### config.mk
export PLATFORM = sky130hd
export DESIGN_NAME = sc_core
export DESIGN_NICKNAME = d
export VERILOG_FILES = /design/src/rtl/sc_pkg.sv /design/src/rtl/sc_ctrl.sv /design/src/rtl/sc_alu.sv /design/src/rtl/sc_regfile.sv /design/src/rtl/sc_core.sv
export SDC_FILE = /design/constraint.sdc
export NUM_CORES = 2
export LEC_CHECK = 0
export ABC_CLOCK_PERIOD_IN_PS = 7800
export BUFFER_PORTS_ARGS = -buffer_cell sky130_fd_sc_hd__buf_2
export CORE_MARGIN = 4
export CORE_UTILIZATION = 40
export DETAILED_ROUTE_END_ITERATION = 6
export PLACE_DENSITY_LB_ADDON = 0.15
export RECOVER_POWER = 100
export SLEW_MARGIN = 20
export SYNTH_ARGS = -nofsm -noshare
export SYNTH_HDL_FRONTEND = slang
export SYNTH_HIERARCHICAL = 1
export SYNTH_SLANG_ARGS = --single-unit
### constraint.sdc
create_clock -name clk -period 7.8 [get_ports clk]
set_clock_uncertainty 0.15 [all_clocks]
set_input_delay 1.56 -clock clk [delete_from_list [all_inputs] [get_ports clk]]
set_output_delay 1.56 -clock clk [all_outputs]
set_load 0.1 [all_outputs]
### src/rtl/sc_pkg.sv
package sc_pkg;
  localparam int XLEN   = 32;
  localparam int NREG   = 32;
  localparam int RIDX_W = $clog2(NREG);
  localparam int OPC_W  = 6;

  localparam logic [OPC_W-1:0] OPC_RTYPE = 6'h00;
  localparam logic [OPC_W-1:0] OPC_J     = 6'h02;
  localparam logic [OPC_W-1:0] OPC_JAL   = 6'h03;
  localparam logic [OPC_W-1:0] OPC_BZ    = 6'h04;
  localparam logic [OPC_W-1:0] OPC_BNZ   = 6'h05;
  localparam logic [OPC_W-1:0] OPC_ADDI  = 6'h08;
  localparam logic [OPC_W-1:0] OPC_SLTI  = 6'h0A;
  localparam logic [OPC_W-1:0] OPC_ANDI  = 6'h0C;
  localparam logic [OPC_W-1:0] OPC_ORI   = 6'h0D;
  localparam logic [OPC_W-1:0] OPC_XORI  = 6'h0E;
  localparam logic [OPC_W-1:0] OPC_LUI   = 6'h0F;
  localparam logic [OPC_W-1:0] OPC_LW    = 6'h23;
  localparam logic [OPC_W-1:0] OPC_SW    = 6'h2B;

  localparam logic [5:0] FN_JR   = 6'h08;
  localparam logic [5:0] FN_JALR = 6'h09;
  localparam logic [5:0] FN_ADD  = 6'h20;
  localparam logic [5:0] FN_SUB  = 6'h22;
  localparam logic [5:0] FN_AND  = 6'h24;
  localparam logic [5:0] FN_OR   = 6'h25;
  localparam logic [5:0] FN_XOR  = 6'h26;
  localparam logic [5:0] FN_SLT  = 6'h2A;

  typedef enum logic [1:0] {EXT_SIGN, EXT_ZERO, EXT_HIGH} ext_sel_e;
  typedef enum logic [1:0] {DST_RT, DST_RD, DST_LINK} dst_sel_e;
  typedef enum logic [1:0] {WB_ALU, WB_MEM, WB_LINK} wb_sel_e;
  typedef enum logic [1:0] {PC_SEQ, PC_BR, PC_REG, PC_ABS} pc_sel_e;
  typedef enum logic [2:0] {ALU_ADD, ALU_SUB, ALU_AND, ALU_OR, ALU_XOR, ALU_SLT, ALU_PASSB} alu_op_e;

  typedef struct packed {
    ext_sel_e ext;
    logic     b_imm;
    alu_op_e  alu;
    dst_sel_e dst;
    wb_sel_e  wb;
    pc_sel_e  pc;
    logic     reg_we;
    logic     mem_we;
  } ctrl_t;
endpackage

### src/rtl/sc_ctrl.sv
module sc_ctrl
  import sc_pkg::*;
(
  input  logic [OPC_W-1:0] opcode_i,
  input  logic [5:0]       func_i,
  input  logic             rs_zero_i,
  output ctrl_t            ctrl_o,
  output logic             illegal_o
);
  ctrl_t c;
  logic  bad;

  always_comb begin
    c   = '{ext: EXT_SIGN, b_imm: 1'b0, alu: ALU_ADD, dst: DST_RT,
            wb: WB_ALU, pc: PC_SEQ, reg_we: 1'b0, mem_we: 1'b0};
    bad = 1'b0;
    unique case (opcode_i)
      OPC_RTYPE: begin
        c.dst = DST_RD;
        unique case (func_i)
          FN_ADD:  begin c.alu = ALU_ADD; c.reg_we = 1'b1; end
          FN_SUB:  begin c.alu = ALU_SUB; c.reg_we = 1'b1; end
          FN_AND:  begin c.alu = ALU_AND; c.reg_we = 1'b1; end
          FN_OR:   begin c.alu = ALU_OR;  c.reg_we = 1'b1; end
          FN_XOR:  begin c.alu = ALU_XOR; c.reg_we = 1'b1; end
          FN_SLT:  begin c.alu = ALU_SLT; c.reg_we = 1'b1; end
          FN_JR:   c.pc = PC_REG;
          FN_JALR: begin c.pc = PC_REG; c.wb = WB_LINK; c.reg_we = 1'b1; end
          default: bad = 1'b1;
        endcase
      end
      OPC_ADDI: begin c.b_imm = 1'b1; c.reg_we = 1'b1; end
      OPC_SLTI: begin c.b_imm = 1'b1; c.alu = ALU_SLT; c.reg_we = 1'b1; end
      OPC_ANDI: begin c.b_imm = 1'b1; c.ext = EXT_ZERO; c.alu = ALU_AND; c.reg_we = 1'b1; end
      OPC_ORI:  begin c.b_imm = 1'b1; c.ext = EXT_ZERO; c.alu = ALU_OR;  c.reg_we = 1'b1; end
      OPC_XORI: begin c.b_imm = 1'b1; c.ext = EXT_ZERO; c.alu = ALU_XOR; c.reg_we = 1'b1; end
      OPC_LUI:  begin c.b_imm = 1'b1; c.ext = EXT_HIGH; c.alu = ALU_PASSB; c.reg_we = 1'b1; end
      OPC_LW:   begin c.b_imm = 1'b1; c.wb = WB_MEM; c.reg_we = 1'b1; end
      OPC_SW:   begin c.b_imm = 1'b1; c.mem_we = 1'b1; end
      OPC_BZ:   c.pc = rs_zero_i ? PC_BR : PC_SEQ;
      OPC_BNZ:  c.pc = rs_zero_i ? PC_SEQ : PC_BR;
      OPC_J:    c.pc = PC_ABS;
      OPC_JAL:  begin c.pc = PC_ABS; c.dst = DST_LINK; c.wb = WB_LINK; c.reg_we = 1'b1; end
      default:  bad = 1'b1;
    endcase
    ctrl_o    = c;
    illegal_o = bad;
  end

  always_comb begin
    if (illegal_o) begin
      p_illegal_noop_r11: assert (!ctrl_o.reg_we && !ctrl_o.mem_we && ctrl_o.pc == PC_SEQ);
    end
    if (ctrl_o.mem_we) begin
      p_store_no_regwr_r6: assert (!ctrl_o.reg_we && ctrl_o.pc == PC_SEQ);
    end
  end
endmodule

### src/rtl/sc_alu.sv
module sc_alu
  import sc_pkg::*;
#(
  parameter int DW = XLEN
) (
  input  logic [DW-1:0] a_i,
  input  logic [DW-1:0] b_i,
  input  alu_op_e       op_i,
  output logic [DW-1:0] y_o
);
  always_comb begin
    unique case (op_i)
      ALU_ADD:   y_o = a_i + b_i;
      ALU_SUB:   y_o = a_i - b_i;
      ALU_AND:   y_o = a_i & b_i;
      ALU_OR:    y_o = a_i | b_i;
      ALU_XOR:   y_o = a_i ^ b_i;
      ALU_SLT:   y_o = {{(DW-1){1'b0}}, ($signed(a_i) < $signed(b_i))};
      ALU_PASSB: y_o = b_i;
      default:   y_o = a_i + b_i;
    endcase
  end
endmodule

### src/rtl/sc_regfile.sv
module sc_regfile #(
  parameter int DW   = 32,
  parameter int NREG = 32,
  localparam int AW  = $clog2(NREG)
) (
  input  logic          clk,
  input  logic          rst_ni,
  input  logic          we_i,
  input  logic [AW-1:0] wa_i,
  input  logic [DW-1:0] wd_i,
  input  logic [AW-1:0] ra1_i,
  output logic [DW-1:0] rd1_o,
  input  logic [AW-1:0] ra2_i,
  output logic [DW-1:0] rd2_o
);
  logic [DW-1:0] mem [NREG];
  logic          wr_ok;

  assign wr_ok = we_i && (wa_i != '0);

  always_ff @(posedge clk) begin
    if (wr_ok) mem[wa_i] <= wd_i;
  end

  assign rd1_o = (ra1_i == '0) ? '0 : mem[ra1_i];
  assign rd2_o = (ra2_i == '0) ? '0 : mem[ra2_i];

  p_wr_readback_r2: assert property (@(posedge clk) disable iff (!rst_ni)
    ($past(we_i) && $past(wa_i) != '0 && ra1_i == $past(wa_i)) |-> rd1_o == $past(wd_i));

  p_zero_after_write_r1: assert property (@(posedge clk) disable iff (!rst_ni)
    ($past(we_i) && $past(wa_i) == '0 && ra2_i == '0) |-> rd2_o == '0);
endmodule

### src/rtl/sc_core.sv
module sc_core
  import sc_pkg::*;
#(
  parameter logic [XLEN-1:0] RESET_PC = '0
) (
  input  logic              clk,
  input  logic              rst_ni,
  output logic [XLEN-1:0]   imem_addr_o,
  input  logic [XLEN-1:0]   imem_rdata_i,
  output logic [XLEN-1:0]   dmem_addr_o,
  output logic [XLEN-1:0]   dmem_wdata_o,
  output logic              dmem_we_o,
  input  logic [XLEN-1:0]   dmem_rdata_i,
  output logic [XLEN-1:0]   dbg_pc_o,
  output logic              dbg_wr_en_o,
  output logic [RIDX_W-1:0] dbg_wr_idx_o,
  output logic [XLEN-1:0]   dbg_wr_data_o
);
  localparam int IMM_W = 16;
  localparam int JIDX_W = 26;
  localparam logic [RIDX_W-1:0] LINK_REG = RIDX_W'(NREG - 1);

  logic [1:0]        rst_sync_q;
  logic              run;
  logic [XLEN-1:0]   pc_q, pc_d, pc4, br_tgt, abs_tgt;
  logic [XLEN-1:0]   instr, rs_val, rt_val, imm_ext, imm_sx, opb, alu_y, wb_data;
  logic [RIDX_W-1:0] rs_idx, rt_idx, rd_idx, dst_idx;
  logic [OPC_W-1:0]  opcode;
  logic [IMM_W-1:0]  imm;
  ctrl_t             ctrl;
  logic              illegal, rf_we;
  logic              unused_bits;

  // reset: asserted asynchronously, released on the clock
  always_ff @(posedge clk or negedge rst_ni) begin
    if (!rst_ni) rst_sync_q <= 2'b00;
    else         rst_sync_q <= {rst_sync_q[0], 1'b1};
  end
  assign run = rst_sync_q[1];

  assign instr  = imem_rdata_i;
  assign opcode = instr[31:26];
  assign rs_idx = instr[25:21];
  assign rt_idx = instr[20:16];
  assign rd_idx = instr[15:11];
  assign imm    = instr[15:0];
  assign unused_bits = ^{instr[10:6], illegal};

  sc_ctrl u_ctrl (
    .opcode_i  (opcode),
    .func_i    (instr[5:0]),
    .rs_zero_i (rs_val == '0),
    .ctrl_o    (ctrl),
    .illegal_o (illegal)
  );

  sc_regfile #(.DW(XLEN), .NREG(NREG)) u_rf (
    .clk    (clk),
    .rst_ni (run),
    .we_i   (rf_we),
    .wa_i   (dst_idx),
    .wd_i   (wb_data),
    .ra1_i  (rs_idx),
    .rd1_o  (rs_val),
    .ra2_i  (rt_idx),
    .rd2_o  (rt_val)
  );

  assign imm_sx = {{(XLEN-IMM_W){imm[IMM_W-1]}}, imm};
  always_comb begin
    unique case (ctrl.ext)
      EXT_ZERO: imm_ext = {{(XLEN-IMM_W){1'b0}}, imm};
      EXT_HIGH: imm_ext = {imm, {(XLEN-IMM_W){1'b0}}};
      default:  imm_ext = imm_sx;
    endcase
  end
  assign opb = ctrl.b_imm ? imm_ext : rt_val;

  sc_alu #(.DW(XLEN)) u_alu (
    .a_i  (rs_val),
    .b_i  (opb),
    .op_i (ctrl.alu),
    .y_o  (alu_y)
  );

  // write-back routing
  always_comb begin
    unique case (ctrl.dst)
      DST_RD:   dst_idx = rd_idx;
      DST_LINK: dst_idx = LINK_REG;
      default:  dst_idx = rt_idx;
    endcase
    unique case (ctrl.wb)
      WB_MEM:  wb_data = dmem_rdata_i;
      WB_LINK: wb_data = pc4;
      default: wb_data = alu_y;
    endcase
  end
  assign rf_we = ctrl.reg_we && run;

  // next PC
  assign pc4     = pc_q + XLEN'(4);
  assign br_tgt  = pc4 + {imm_sx[XLEN-3:0], 2'b00};
  assign abs_tgt = {pc4[XLEN-1:JIDX_W+2], instr[JIDX_W-1:0], 2'b00};
  always_comb begin
    unique case (ctrl.pc)
      PC_BR:   pc_d = br_tgt;
      PC_REG:  pc_d = rs_val;
      PC_ABS:  pc_d = abs_tgt;
      default: pc_d = pc4;
    endcase
  end

  always_ff @(posedge clk or negedge rst_ni) begin
    if (!rst_ni)  pc_q <= RESET_PC;
    else if (run) pc_q <= pc_d;
  end

  assign imem_addr_o   = pc_q;
  assign dmem_addr_o   = alu_y;
  assign dmem_wdata_o  = rt_val;
  assign dmem_we_o     = ctrl.mem_we && run;
  assign dbg_pc_o      = pc_q;
  assign dbg_wr_en_o   = rf_we && (dst_idx != '0);
  assign dbg_wr_idx_o  = dst_idx;
  assign dbg_wr_data_o = wb_data;

  p_seq_advance_r11: assert property (@(posedge clk) disable iff (!run)
    (ctrl.pc == PC_SEQ) |=> pc_q == $past(pc_q) + XLEN'(4));

  p_branch_not_taken_r7: assert property (@(posedge clk) disable iff (!run)
    (opcode == OPC_BZ && rs_val != '0) |=> pc_q == $past(pc_q) + XLEN'(4));

  p_link_write_r8: assert property (@(posedge clk) disable iff (!run)
    (opcode == OPC_JAL) |-> (dbg_wr_en_o && dbg_wr_idx_o == LINK_REG && dbg_wr_data_o == pc_q + XLEN'(4)));

  p_reset_quiet_r12: assert property (@(posedge clk)
    !run |-> (!dmem_we_o && !dbg_wr_en_o && pc_q == RESET_PC));
endmodule

==> summary.md <==
| Metric | Value |
|---|---|
| Outcome | `finished with violations` |
| Violated checks | `max-capacitance violations, max-slew violations, negative setup slack` |
| Die Wd | `395 um` |
| Root Buffer | `clkbuf_16` |
| H-tree levels | `3` |
| Drt drc | `0` |
| Max-slew headroom | `-101%` |
| Count of pins over their slew limit | `about 750` |
| Hold WS | `0.205 ns` |
| Final Worst Setup Slack | `-0.262 ns` |
| Hold path cells | `0` |
| CP endpoint kind | `output port` |
| Worst r2r dst | `u_rf/mem[30][9]$_DFFE_PP_` |
| Post-CTS Hold Buffers | `0` |
| Final Power | `22.4 mW` |
| Grt total ovfl | `0` |
| # rows | `141` |
| CTS tree | `yes` |
| Worst-path clk slew | `0.05 ns` |
| Layout area overhead | `35.1%` |
| Routed wire per std cell | `35.3 um` |
| Hold WC Path Type | `flip-flop to flip-flop` |
| Antenna violation net count after detailed routing | `0` |
| Die Ht | `about 400 um` |
| Setup violations, final | `69` |
| Post-Route WL | `267 mm` |
| RSZ-0062 raised after global routing | `yes` |
| Worst R2R Setup Slack | `1.85 ns` |
| Fillers | `12200` |
| Max frequency | `0.124 GHz` |
| Worst-skew pair later-pin latency | `0.76 ns` |
| GR peak layer | `met2` |
| CTS Buf Count | `between 100 and 150` |
| Critical Path AT | `6.35 ns` |
| DR iter-0 viols | `5773` |
| Vias in the first global route | `47500` |
| I/O Buffers | `232` |
| Max-cap violations | `33` |
| Max IR drop VDD | `0.000197 V` |
| # IOs | `233` |
| Worst hold path startpoint | `rst_sync_q[0]$_DFF_PN0_` |
| Met2 usage | `53.6%` |
| Worst r2r src | `u_rf/mem[0][1]$_DFFE_PP_` |
| Pwr dens | `276 mW/mm^2` |
| GPL Wtd Cong | `1.02` |
| First-pass GRT wire length | `369 mm` |
| Mean Syn Cell Area | `13.8 um^2` |
| Synthesized instance count | `4346` |
| Tcrit/Tclk final | `103%` |
| Final Hold Viols | `0` |
| Critical Path RT | `6.09 ns` |
| Clk buf depth | `3` |
| DRT Pass-1 Iters | `6` |
| Setup TNS | `-5.10 ns` |
| Initial core utilization | `40.4%` |
| GRT met1 Usage | `between 40% and 50%` |
| WS Path Type | `primary input to output port` |
| Core area | `about 0.15 mm^2` |
| Min cycle time layout | `just over 8 ns` |
| Worst Setup Start Kind | `primary input` |
| DR vias/cell | `6.38` |
| DR vias | `48300` |
| Worst slack, placed | `-0.995 ns` |
| Worst slew pin tran | `around 3 ns` |
| Clk sink count | `1058` |
| Layout cell share with drive strength beyond 1 | `42.4%` |
| Nets | `about 5700` |
| WHS Endpoint | `rst_sync_q[1]$_DFF_PN0_` |
| Mapped Area | `roughly 0.060 mm^2` |
| Dpl hpwl | `185 mm` |
| Initial antenna violation count | `12` |
| Met3 GRT Util | `7.77%` |
| Ys Warns | `6` |
| Total GRT Usage | `33.3%` |
| Static leakage | `29.5 nW` |
| Reg2reg path depth | `22` |
| Largest net degree at the start of global routing | `58` |
| Crit path max fanout | `8` |
| Die area | `0.156 mm^2` |
power by group:
group          switching (mW)  total (mW)  internal, mW
Combinational            6.32        9.56          3.24
Clock                    2.37        5.54          3.16
Sequential              0.181        7.29          7.11
Total                    8.87        22.4          13.5
layout by cell type (no fill, tap or decap), types with 42 or more instances in the layout:
master / n
buf_2: 64
o21ai_0: 107
buf_12: 172
ha_1: 95
xnor2_1: 47
inv_1: 101
mux2i_1: 337
a22oi_1: 85
a21oi_1: 170
buf_4: 824
mux4_2: 337
buf_6: 92
clkbuf_1: 132
a21o_1: 42
nand4_1: 52
clkbuf_16: 119
mux2_2: 64
nand2_1: 243
o221ai_1: 73
nor2_1: 154
edfxtp_1: 1024
repair_timing:
action / 4_1_cts / 5_1_grt
setup buffers: 135 / 62
cloned: 11 / 4
hold endpoints to repair: 0 / 0
endpoints found under the setup margin: 51 / 43
pin swaps: 132 / 99
resized for setup: 430 / 247
worst max-delay path, cell delays in order:
cell and delay (ns):
buf_16 0.14, buf_12 0.15, buf_16 0.16, nor2b_4 0.15
buf_12 0.16, buf_12 0.13, a22oi_1 0.20, nand4_1 0.19
a211oi_4 0.57, inv_1 0.17, ha_4 0.31, buf_4 0.13
inv_4 0.05, a21o_1 0.19, a31oi_4 0.19, o221ai_2 0.13
a41o_4 0.31, a21o_1 0.18, a21oi_2 0.14, nor2_2 0.06
a221oi_4 0.34, nand2_1 0.16, o21ai_4 0.27, buf_12 0.25
metal layers:
layer,up-vias,routed length [um]
met5,-,24
met4,4,15000
met3,679,28000
met2,3013,124000
met1,24900,100000
li1,19800,-
worst max path at each step:
stage,slack (ns),startpoint,to
finish,-0.26,imem_rdata_i[21],dbg_wr_data_o[19]
global route,-0.32,imem_rdata_i[16],dbg_wr_data_o[20]
CTS,-0.13,imem_rdata_i[21],dbg_wr_data_o[19]
detailed placement,-0.99,imem_rdata_i[17],dbg_wr_data_o[28]
global placement,-0.99,imem_rdata_i[17],dbg_wr_data_o[28]
floorplan,-1.81,imem_rdata_i[18],dbg_wr_data_o[29]
final cells by class:
| cell class | count | area [um^2] | area share, % |
|---|---|---|---|
| Timing Repair Buffer | 1343 | 12600 | 15.6 |
| Tap cell | 2002 | 2500 | 3.09 |
| Antenna cell | 6 | 15.0 | 0.0185 |
| Inverter | 148 | 569 | 0.702 |
| Clock inverter | 76 | 831 | 1.03 |
| Multi-Input combinational cell | 2817 | 30000 | 37.0 |
| Clock buffer | 132 | 2940 | 3.63 |
| Sequential cell | 1058 | 31600 | 39.0 |
stage by stage:
stage | instances | util [%] | cell area [um^2]
finish | 7582 | 54.6 | 81000
global route | 7579 | 54.6 | 81000
CTS | 7520 | 54.0 | 80200
detailed placement | 7185 | 49.3 | 73100
global placement | 7185 | 49.3 | 73100
floorplan | 4377 | - | 61800
registers in the layout, summed over array words and instances, names as in the netlist:
register and flops:
dbg_pc_o 32, rst_sync_q 2, u_rf/mem 1024
No activity file was read; power rests on OpenSTA's default activity.
